--- src/rtl/rt_task_sched.sv ---
module rt_task_sched #(
  parameter int NTASK = 4,
  parameter int TW    = 16,
  parameter int IDW   = (NTASK > 1) ? $clog2(NTASK) : 1
) (
  input  logic           clk,
  input  logic           rst_n,
  input  logic           mode_rm,
  input  logic           tick,
  input  logic           cfg_we,
  input  logic [IDW-1:0] cfg_id,
  input  logic [TW-1:0]  cfg_period,
  input  logic [TW-1:0]  cfg_rdl,
  input  logic [TW-1:0]  cfg_rel,
  input  logic           done,
  input  logic           ack,
  output logic           irq,
  output logic           cur_valid,
  output logic [IDW-1:0] cur_id,
  output logic [TW-1:0]  now
);
  localparam logic [1:0] K_DL = 2'd0, K_PER = 2'd1, K_REL = 2'd2;

  typedef struct packed {
    logic           v;
    logic [IDW-1:0] id;
    logic [TW-1:0]  rel;
    logic [TW-1:0]  dl;
    logic [TW-1:0]  per;
  } ent_t;

  function automatic logic beats(ent_t a, ent_t b, logic [1:0] sel);
    logic [TW-1:0] ka, kb;
    ka = (sel == K_DL) ? a.dl : (sel == K_PER) ? a.per : a.rel;
    kb = (sel == K_DL) ? b.dl : (sel == K_PER) ? b.per : b.rel;
    if (!a.v) return 1'b0;
    if (!b.v) return 1'b1;
    return (ka < kb) || (ka == kb && a.id < b.id);
  endfunction

  ent_t sq [NTASK];
  ent_t rq [NTASK];
  ent_t sq_n [NTASK];
  ent_t rq_n [NTASK];
  logic [TW-1:0] tper [NTASK];
  logic [TW-1:0] trdl [NTASK];
  logic ph;

  wire rel_ok = sq[0].v && (sq[0].rel <= now);
  wire r_pop  = done && !cfg_we && rq[0].v;
  wire r_ins  = !done && !cfg_we && rel_ok;
  wire s_ins  = cfg_we || r_pop;
  wire [1:0] rkey = mode_rm ? K_PER : K_DL;

  ent_t s_new, r_new;
  assign s_new = cfg_we ? '{1'b1, cfg_id, cfg_rel, {TW{1'b0}}, {TW{1'b0}}}
                        : '{1'b1, rq[0].id, rq[0].rel + rq[0].per, {TW{1'b0}}, {TW{1'b0}}};
  assign r_new = '{1'b1, sq[0].id, sq[0].rel, sq[0].rel + trdl[sq[0].id], tper[sq[0].id]};

  always_comb begin
    logic seen;
    seen = 1'b0;
    sq_n = sq;
    if (s_ins) begin
      for (int i = 0; i < NTASK; i++) begin
        if (seen) sq_n[i] = sq[(i == 0) ? 0 : i - 1];
        else if (beats(s_new, sq[i], K_REL)) begin
          sq_n[i] = s_new;
          seen = 1'b1;
        end
      end
    end else if (r_ins) begin
      for (int i = 0; i < NTASK - 1; i++) sq_n[i] = sq[i + 1];
      sq_n[NTASK-1] = '0;
    end
  end

  always_comb begin
    logic seen;
    seen = 1'b0;
    rq_n = rq;
    if (r_ins) begin
      for (int i = 0; i < NTASK; i++) begin
        if (seen) rq_n[i] = rq[(i == 0) ? 0 : i - 1];
        else if (beats(r_new, rq[i], rkey)) begin
          rq_n[i] = r_new;
          seen = 1'b1;
        end
      end
    end else if (r_pop) begin
      for (int i = 0; i < NTASK - 1; i++) rq_n[i] = rq[i + 1];
      rq_n[NTASK-1] = '0;
    end else begin
      for (int i = 0; i < NTASK - 1; i++) begin
        if ((i & 1) == int'(ph) && beats(rq[i+1], rq[i], rkey)) begin
          rq_n[i]   = rq[i+1];
          rq_n[i+1] = rq[i];
        end
      end
    end
  end

  always_ff @(posedge clk) begin
    if (cfg_we) begin
      tper[cfg_id] <= cfg_period;
      trdl[cfg_id] <= cfg_rdl;
    end
  end

  always_ff @(posedge clk or negedge rst_n) begin
    if (!rst_n) begin
      for (int i = 0; i < NTASK; i++) begin
        sq[i] <= '0;
        rq[i] <= '0;
      end
      ph        <= 1'b0;
      now       <= '0;
      irq       <= 1'b0;
      cur_valid <= 1'b0;
      cur_id    <= '0;
    end else begin
      sq  <= sq_n;
      rq  <= rq_n;
      ph  <= ~ph;
      if (tick) now <= now + 1'b1;
      if (rq[0].v && (!cur_valid || cur_id != rq[0].id)) begin
        cur_id    <= rq[0].id;
        cur_valid <= 1'b1;
        irq       <= 1'b1;
      end else begin
        if (!rq[0].v) cur_valid <= 1'b0;
        if (ack) irq <= 1'b0;
      end
    end
  end

  a_r9_tick_step: assert property (@(posedge clk) disable iff (!rst_n)
    tick |=> now == $past(now) + 1'b1);

  a_r8_ack_clears: assert property (@(posedge clk) disable iff (!rst_n)
    ack |=> (!irq || $rose(cur_valid) || !$stable(cur_id)));

  a_r11_ready_room: assert property (@(posedge clk) disable iff (!rst_n)
    r_ins |-> !rq[NTASK-1].v);

  a_r11_sleep_room: assert property (@(posedge clk) disable iff (!rst_n)
    s_ins |-> !sq[NTASK-1].v);

  always_ff @(posedge clk) begin
    if (rst_n) begin
      for (int i = 0; i < NTASK - 1; i++) begin
        a_r5_sleep_sorted: assert (!sq[i+1].v || (sq[i].v && sq[i].rel <= sq[i+1].rel));
        a_r6_ready_packed: assert (!rq[i+1].v || rq[i].v);
      end
    end
  end
endmodule

--- config.mk ---
export PLATFORM = sky130hd
export DESIGN_NAME = rt_task_sched
export DESIGN_NICKNAME = d
export VERILOG_FILES = /design/src/rtl/rt_task_sched.sv
export SDC_FILE = /design/constraint.sdc
export NUM_CORES = 1
export LEC_CHECK = 0
export BUFFER_PORTS_ARGS = -buffer_cell sky130_fd_sc_hd__buf_2
export CORE_MARGIN = 2
export CORE_UTILIZATION = 50
export CTS_CLUSTER_DIAMETER = 60
export DETAILED_ROUTE_END_ITERATION = 10
export PLACE_DENSITY = 0.71
export SETUP_SLACK_MARGIN = 0.2
export SLEW_MARGIN = 40
export SYNTH_ARGS = -nofsm -noshare
export SYNTH_HDL_FRONTEND = slang
export SYNTH_SLANG_ARGS = --single-unit
--- constraint.sdc ---
create_clock -name clk -period 13.52 [get_ports clk]
set_input_delay 0.676 -clock clk [delete_from_list [all_inputs] [get_ports clk]]
set_output_delay 0.676 -clock clk [all_outputs]
set_load 0.01 [all_outputs]
## Word level (Yosys, flattened, before mapping)

Memories as Yosys holds them, arrays and structs flattened.
Index checks and enable logic that the tools add are counted.
W data, S select, Z words.

- Eq/ne operators: 22
- Bitwise logic cells: 2
- Add/subtract/negate cells: 3
- Muxes and demuxes: 172
- Reduce and logical (&&, ||, !) cells: 51
- Order comparisons: 23

Operator list:

| cell | count |
|---|---|
| $mux W204 | 4 |
| $mux W51 | 14 |
| $mux W102 | 3 |
| $eq A16 B16 Y1 | 11 |
| $lt A16 B16 Y1 | 11 |
| $mux W16 | 10 |
| $mux W1 | 140 |
| $mux W50 | 1 |
| $add A16 B16 Y16 | 2 |
| $lt A2 B2 Y1 | 11 |
| $logic_and A1 B1 Y1 | 20 |
| $ne A3 B1 Y1 const B | 6 |
| $add A16 B1 Y16 const B | 1 |
| $le A16 B16 Y1 | 1 |
| $reduce_and A2 Y1 | 8 |
| $logic_or A1 B1 Y1 | 13 |
| $reduce_bool A4 Y1 | 2 |
| $ne A2 B1 Y1 const B | 3 |
| $reduce_bool A3 Y1 | 2 |
| $reduce_bool A2 Y1 | 2 |
| $logic_not A1 Y1 | 3 |
| $logic_not A2 Y1 | 1 |
| $ne A2 B2 Y1 | 1 |
| $not A1 Y1 | 2 |
| $eq A1 B1 Y1 const B | 1 |

- Bits in registers: 429
- Logic and storage cells: 320
- Bits in writable memories: 128
- Memories: 2
- Input bits: 57
- Output and inout bits: 20

Memory list:

| memory | depth | bits a word | rd ports | clocked after Yosys merged registers in | wr ports | RTL line | source |
|---|---|---|---|---|---|---|---|
| tper | 4 | 16 | 1 | 0 | 1 | 45 | `logic [TW-1:0] tper [NTASK];` |
| trdl | 4 | 16 | 1 | 0 | 1 | 46 | `logic [TW-1:0] trdl [NTASK];` |

## Depth between registers and ports, before layout

Gate-level depths: netlist of the first run.

- Depth in word-level cells: 48
- Depth in mapped cells: 25
- Gate-level depth less buffers: 20

## Worst setup path after synthesis of the first run

Ideal clock, no wire load.

- Path type: flip-flop to flip-flop
- Start point: register sq, in the netlist r_new[48]
- End point: register rq[100] in the netlist's numbering
- Cell stages (with the launch flop): 25
- Arrival time: 5.894 ns
- Slack: 7.495 ns
- Library setup time: 0.130 ns
- Period minus slack after synthesis: 6.025 ns
- Buffers on the path: 6
- Cell sequence: dfrtp_1 > buf_2 > buf_2 > buf_2 > mux4_2 > ha_1 > fa_1 > a211oi_1 > o21ai_0 > nand2_1 > o21ai_0 > a211o_1 > and3_1 > mux2_2 > ha_1 > nand4_1 > or3_1 > o21a_1 > o31a_1 > and4_1 > buf_4 > a21oi_4 > buf_2 > buf_4 > a21oi_1

- Word-level cells in the longest chain between the ends: 15

Ends and longest elaborated chain:

| element | RTL line | source |
|---|---|---|
| start: declaration | 41 | `ent_t sq [NTASK];` |
| start signal: assignment | 122 | `sq <= sq_n;` |
| parallel branches: the longest is 15 deep, another holds $mem_v2 Z4 W16 | - |  |
| end signal: assignment | 123 | `rq <= rq_n;` |
| end: declaration | 42 | `ent_t rq [NTASK];` |

Parallel ways; which one is timed is not known. The select of a mux whose other input is x is not followed.
A chain may end at the register's enable or synchronous reset.

## Worst setup path after layout of the first run

- Start point: register sq, in the netlist r_new[48]
- End point: register rq[49] in the netlist's numbering

- Word-level cells in the longest chain between the ends: 17

Ends and longest elaborated chain:

| element |
|---|
| parallel branches: the longest is 17 deep, another holds $mem_v2 Z4 W16 |

Parallel ways; which one is timed is not known. The select of a mux whose other input is x is not followed.

==> impl_metrics.tcl, run 1 <==
set metrics [dict create \
    fin_area_um2 29600 \
    drt-vias-per-instance 6.52 \
    cp_max_fo 34 \
    crit_type "flip-flop to flip-flop" \
    syn_nets 3023 \
    fp-row-count 84 \
    synthDistinctLibCells 91 \
    crit_end "rq[49]" \
    layout.area.seq_um2 11400 \
    regToRegSetupSlack_ns 5.96 \
    drcViolationCount 0 \
    numCtsBuffers 50 \
    cp-startpoint "r_new[48]" \
    area_delta_synth_final_pct 10.5 \
    wl_per_cell_um 24.2 \
    ys_warn_count 0 \
    ios 77 \
    dieHeight_um 236 \
    rsz0062_at_grt "false" \
    hp-class "primary input to async pin" \
    synth_edf_count 128 \
    antenna_found_initial 2 \
    cp.required_ns 13.98 \
    fmaxAchievable_ghz 0.132 \
    cap_violations 0 \
    grt_max_degree 103 \
    synth_area_um2 26800 \
    clock_path_buffers 3 \
    grt_pass1_wl_um 132000 \
    setup_viol 0 \
    drv_slew 0 \
    nNetsFinal 3040 \
    r2r-end "rq[49]" \
    synth-main-ff-cell "dfrtp_1" \
    grtUsageMet1 0.421 \
    cts.sinks 429 \
    cts_max_level 2 \
    cp-end-kind "flip-flop" \
    cp-start-kind "flip-flop" \
    syn_inst 2730 \
    die_x_um 236 \
    fin_crit_ns 7.56 \
    clk-insertion-delay-late_ns 0.62 \
    mostFrequentLayoutCell "nand2_1" \
    synthArstFlopShare 0.702 \
    top_usage_layer "met2" \
    finalCritPeriodShare 0.559 \
    tightest_slew_ns 0.899 \
    status "completed" \
    cts_tree "yes" \
    syn_area_per_cell_um2 9.82 \
    routed-via-count 22700 \
    gp_congestion 0.968 \
    drive_above_1_share 0.116 \
    layout_common_cells "306 x nand2_1, 299 x dfrtp_1, 234 x ha_1" \
    drt_iter0_markers 2845 \
    grtUsageMet2 0.478 \
    initial_core_util 0.508 \
    whs_ns 0.00580 \
    relSlewSlack 0.397 \
    wirelength_um 84200 \
    synth-seq-area-share 0.424 \
    r2r_cells 21 \
    hold_viol 0 \
    cts_root_buffer "clkbuf_16" \
    core_um2 52800 \
    die_area_um2 55500 \
    postCtsSetupBuffers 0 \
    io_buffer_count 76 \
    fill_cells 4474 \
    grt.met3_usage 0.0541 \
    ctsResizeCount 0 \
    grt_pass1_vias 22500 \
    clk_pin_slew_ns 0.06 \
    r2r-start "r_new[48]" \
    arrival_ns 8.02 \
    dp_hpwl_um 58100 \
    placedInstanceArea_um2 27900 \
    grt_use_total 0.304 \
    setup_tns_ns 0 \
    ant_nets 0 \
    first_pass_iters 8 \
    holdBufCountCts 0 \
    multi_input_area_um2 14300 \
    ys_seq_elements 429 \
    grt_remaining_overflow 0 \
    fin_skew_ns 0.0149 \
]
state kept, by name, summed over array words and instances, names as in the netlist:
signal	count
trdl	64
tper	64
sq	58
cur_id	2
r_new	18
irq	1
rq	204
now	16
ph	1
cur_valid	1
per-layer routing:
layer	routed length, µm	vias up
met2	37900	1118
met1	35600	11200
met3	7300	204
met4	3280	2
li1	-	10200
met5	13	-
cells in the mapped netlist (all sizes together) (46+ instances only):
| cell type | count | share of area |
|---|---|---|
| dfrtp | 301 | 0.28 |
| o21ai | 151 | 0.028 |
| ha | 234 | 0.11 |
| buf | 81 | 0.018 |
| mux2i | 106 | 0.040 |
| nand2 | 311 | 0.044 |
| a22oi | 61 | 0.017 |
| a21oi | 166 | 0.032 |
| nor2 | 223 | 0.031 |
| nand3 | 61 | 0.012 |
| inv | 161 | 0.023 |
| nand4 | 46 | 0.011 |
| edfxtp | 128 | 0.14 |
| o22ai | 54 | 0.013 |
| clkbuf | 74 | 0.010 |
| o31ai | 65 | 0.019 |
| a31oi | 57 | 0.014 |
metrics by stage:
step / util / worst slack, ns / cells
CTS: 0.560 / 6.06 / 3473
finish: 0.562 / 5.96 / 3476
global route: 0.561 / 5.53 / 3475
floorplan: - / 7.50 / 2730
global placement: 0.525 / 5.78 / 3378
detailed placement: 0.528 / 6.11 / 3382
how the worst min path moves through the flow:
| stage | startpoint | slack [ns] | endpoint | depth (start not counted) |
|---|---|---|---|---|
| floorplan | rst_n | 0.38 | cur_id[0] | 0 |
| global placement | rq[43] | 0.46 | rq[43] | 2 |
| detailed placement | rq[34] | 0.48 | rq[34] | 2 |
| CTS | rst_n | 0.01 | sq[48] | 1 |
| global route | rst_n | 0.04 | sq[37] | 1 |
| finish | rst_n | 0.006 | sq[37] | 1 |
cell families (layout without fill, tap and decap cells):
family,Yosys count,count (layout),share of synthesized area
other,0,2,0
adder cells (fa/ha/maj),236,236,0.111
flip-flops,429,429,0.424
XOR/XNOR,34,34,0.0111
AO/OA/AOI/OAI,778,778,0.194
buffers and inverters,317,373,0.0508
multiplexers,182,182,0.0850
AND/OR/NAND/NOR,754,754,0.124
critical path: stages (launching register included):
cell and delay [ns]:
dfrtp_2 0.76, buf_4 0.52, mux4_2 0.57, ha_1 0.33, nand2_1 0.10, o21ai_0 0.10, nor2_1 0.20, a31oi_1 0.15
or2_2 0.31, nor3_1 0.59, mux2_2 0.36, ha_1 0.14, nand3_1 0.12, or4_1 0.57, a31o_1 0.23, a31oi_1 0.20
and4_1 0.67, buf_4 0.50, a21oi_4 0.20, buf_4 0.37, a221oi_1 0.28, a21oi_1 0.07
layout make-up:
class | count | area share
timing repair buffer | 120 | 0.0276
clock inverter | 22 | 0.00908
inverter | 162 | 0.0205
tap | 688 | 0.0291
antenna | 2 | 0.000169
sequential | 429 | 0.384
multi-input combinational | 1984 | 0.481
clock buffer | 69 | 0.0484
Power of run 1 is not shown: default switching activity piles up to over one toggle a cycle in this logic, so the estimate is an artifact.
==> run 2, diff against run 1 <==
ABC_AREA = 1   (was unset)
PLACE_DENSITY = 0.74   (was 0.71)
clock period = 6.2 ns   (was 13.52 ns; I/O delays follow)
==> impl_metrics.tcl, run 2 <==
set metrics [dict create \
    status "completed" \
    numCtsBuffers 53 \
    synth.largest_area_cell "dfrtp_1" \
    final_util 0.567 \
    die_x_um 252 \
    synth-seq-area-share 0.371 \
    critPathMaxStageDelay_ns 0.50 \
    synth_commonest_cells "1,654 x nand2_1, 574 x nand3_1, 404 x inv_1" \
    cts.sinks 429 \
    antenna_cells 0 \
    synthDistinctLibCells 47 \
    synth_area_um2 30700 \
    drive_above_1_share 0.0709 \
    cap_violations 0 \
    cp_max_fo 19 \
    wl_per_cell_um 19.6 \
    p_per_area_nw_per_um2 476 \
    grt_max_degree 212 \
    p_comb_frac 0.543 \
    cp.required_ns 6.74 \
    drcViolationCount 0 \
    core_um2 60500 \
    cts_max_level 2 \
    gp_congestion 0.984 \
    tightest_slew_ns 0.919 \
    grt_pass1_wl_um 162000 \
    ys_seq_elements 429 \
    syn_inst 4424 \
    largest_register "rq" \
    drt_iter0_markers 3284 \
    arrival_ns 6.24 \
    rsz0062_at_grt "true" \
    synth_area_leaders "dfrtp_1 25%, nand2_1 20%, edfxtp_1 13%" \
    ys_warn_count 0 \
    area_delta_synth_final_pct 11.9 \
    setup_tns_ns 0 \
    multi_input_area_um2 16900 \
    cp-start-kind "flip-flop" \
    fp-row-count 90 \
    yosysMostFrequentCell "nand2_1" \
    drv_slew 0 \
    layout_common_cells "1,650 x nand2_1, 574 x nand3_1, 402 x inv_1" \
    fin_skew_ns 0.0335 \
    cp-end-kind "flip-flop" \
    layout.area.seq_um2 11400 \
    ios 77 \
    irDropWorstVdd_mv 0.336 \
    crit_type "flip-flop to flip-flop" \
    io_buffer_count 76 \
    syn_nets 4717 \
    fin_crit_ns 5.70 \
    whs_ns 0.178 \
    cellInternalPower_mw 8.28 \
    largest_reg_flops 204 \
    clk-insertion-delay-late_ns 0.63 \
    syn_area_per_cell_um2 6.93 \
    mostFrequentLayoutCell "nand2_1" \
    synth-main-ff-cell "dfrtp_1" \
    pwr-share-seq 0.255 \
    routed-via-count 30600 \
    synthArstFlopShare 0.702 \
    ant_nets 0 \
    die_area_um2 63300 \
    cp_slowest_cell "xnor2_1" \
    drt-vias-per-instance 5.81 \
    relSlewSlack 0.387 \
    cpMostUsedCell "nand2_1" \
    setup_viol 0 \
    grt_use_total 0.325 \
    synth.top_cell.area_share 0.246 \
    p_leak_nw 17.4 \
    clk_pin_slew_ns 0.06 \
    cts_tree "yes" \
    antenna_found_initial 2 \
    initial_core_util 0.507 \
    postCtsSetupBuffers 0 \
    p_switching_mw 8.06 \
    switching_share 0.493 \
    fill_cells 5515 \
    fmaxAchievable_ghz 0.176 \
    nNetsFinal 4732 \
    clock_path_buffers 3 \
    hp-class "primary input to flip-flop" \
    grt_pass1_vias 28700 \
    dp_hpwl_um 68600 \
    first_pass_iters 6 \
    pwr-share-clk 0.202 \
    finalCritPeriodShare 0.919 \
    cts_root_buffer "clkbuf_16" \
    dieHeight_um 252 \
    reg_top3 "rq: 204 flops, tper: 64 flops, trdl: 64 flops" \
    hold_viol 0 \
    wirelength_um 103000 \
    grt_remaining_overflow 0 \
    synth_edf_count 128 \
]
-- run 2: per-stage QoR --
| stage | std cells | total power, mW | setup WS (ns) | cell area [µm²] |
|---|---|---|---|---|
| 6_report | 5265 | 16.3 | 0.504 | 34300 |
| 5_1_grt | 5265 | 17.5 | 0.191 | 34300 |
| 4_1_cts | 5264 | 16.1 | 0.575 | 34200 |
| 3_5_place_dp | 5130 | 12.7 | 0.628 | 32000 |
| 3_3_place_gp | 5123 | 12.6 | 0.688 | 31900 |
| 2_1_floorplan | 4424 | 9.63 | 1.49 | 30700 |
-- run 2: routing by layer --
| layer | vias up | wire [µm] | track usage |
|---|---|---|---|
| met1 | 14300 | 42100 | 0.429 |
| li1 | 14500 | - | - |
| met2 | 1530 | 45300 | 0.503 |
| met3 | 315 | 9240 | 0.0569 |
| met4 | 2 | 6330 | 0.188 |
| met5 | - | 17 | 0 |
-- run 2: worst paths after layout --
check | startpoint | to | slack (ns) | depth (start not counted)
min | cfg_rel[15] | sq[98] | 0.18 | 6
min in group asynchronous | rst_n | rq[78] | 0.29 | 2
max in group asynchronous | rst_n | r_new[48] | 4.75 | 3
max reg2reg | r_new[49] | rq[108] | 0.50 | 29
min reg2reg | sq[36] | sq[36] | 0.48 | 2
max | r_new[49] | rq[108] | 0.50 | 29
-- run 2: cell type report --
cell class,instances,share of cell area
clock buffers,72,0.0434
clock inverters,27,0.0108
inverters,420,0.0461
multi-input cells,3345,0.492
flip-flops and latches,429,0.332
well taps,782,0.0285
repair buffers,190,0.0475
-- run 2: logic make-up after synthesis --
logic type,Yosys count,share of synthesized area
AOI/OAI and AO/OA,605,0.105
xor gates and xnor gates,28,0.00800
adders and majority gates,236,0.0968
buffers and inverters,650,0.0839
DFF,429,0.371
and+or+nand+nor,2476,0.335
-- run 2: power groups by stage --
stage	clock network, mW	registers, mW	logic (mW)
floorplan	0	3.92	5.71
global placement	0	4.17	8.40
detailed placement	0	4.17	8.56
CTS	3.31	4.13	8.64
global route	3.43	4.21	9.90
finish	3.30	4.17	8.87
-- run 2: repair_timing --
| item | 4_1_cts | 5_1_grt |
|---|---|---|
| gates resized for setup | 0 | 6 |
| hold endpoints to repair | 220 | 0 |
| hold buffers | 35 | 0 |
| setup endpoints to repair | 0 | 136 |
-- run 2: worst max-delay path: cells and delay by family (launching register included) --
family,cells,cell delay (ns)
flip-flops,1,0.35
adder cells (fa/ha/maj),2,0.77
XOR/XNOR,1,0.50
buffers and inverters,7,1.46
AO/OA/AOI/OAI,6,1.26
AND/OR/NAND/NOR,13,1.26
(Power assumes the default switching activity.)
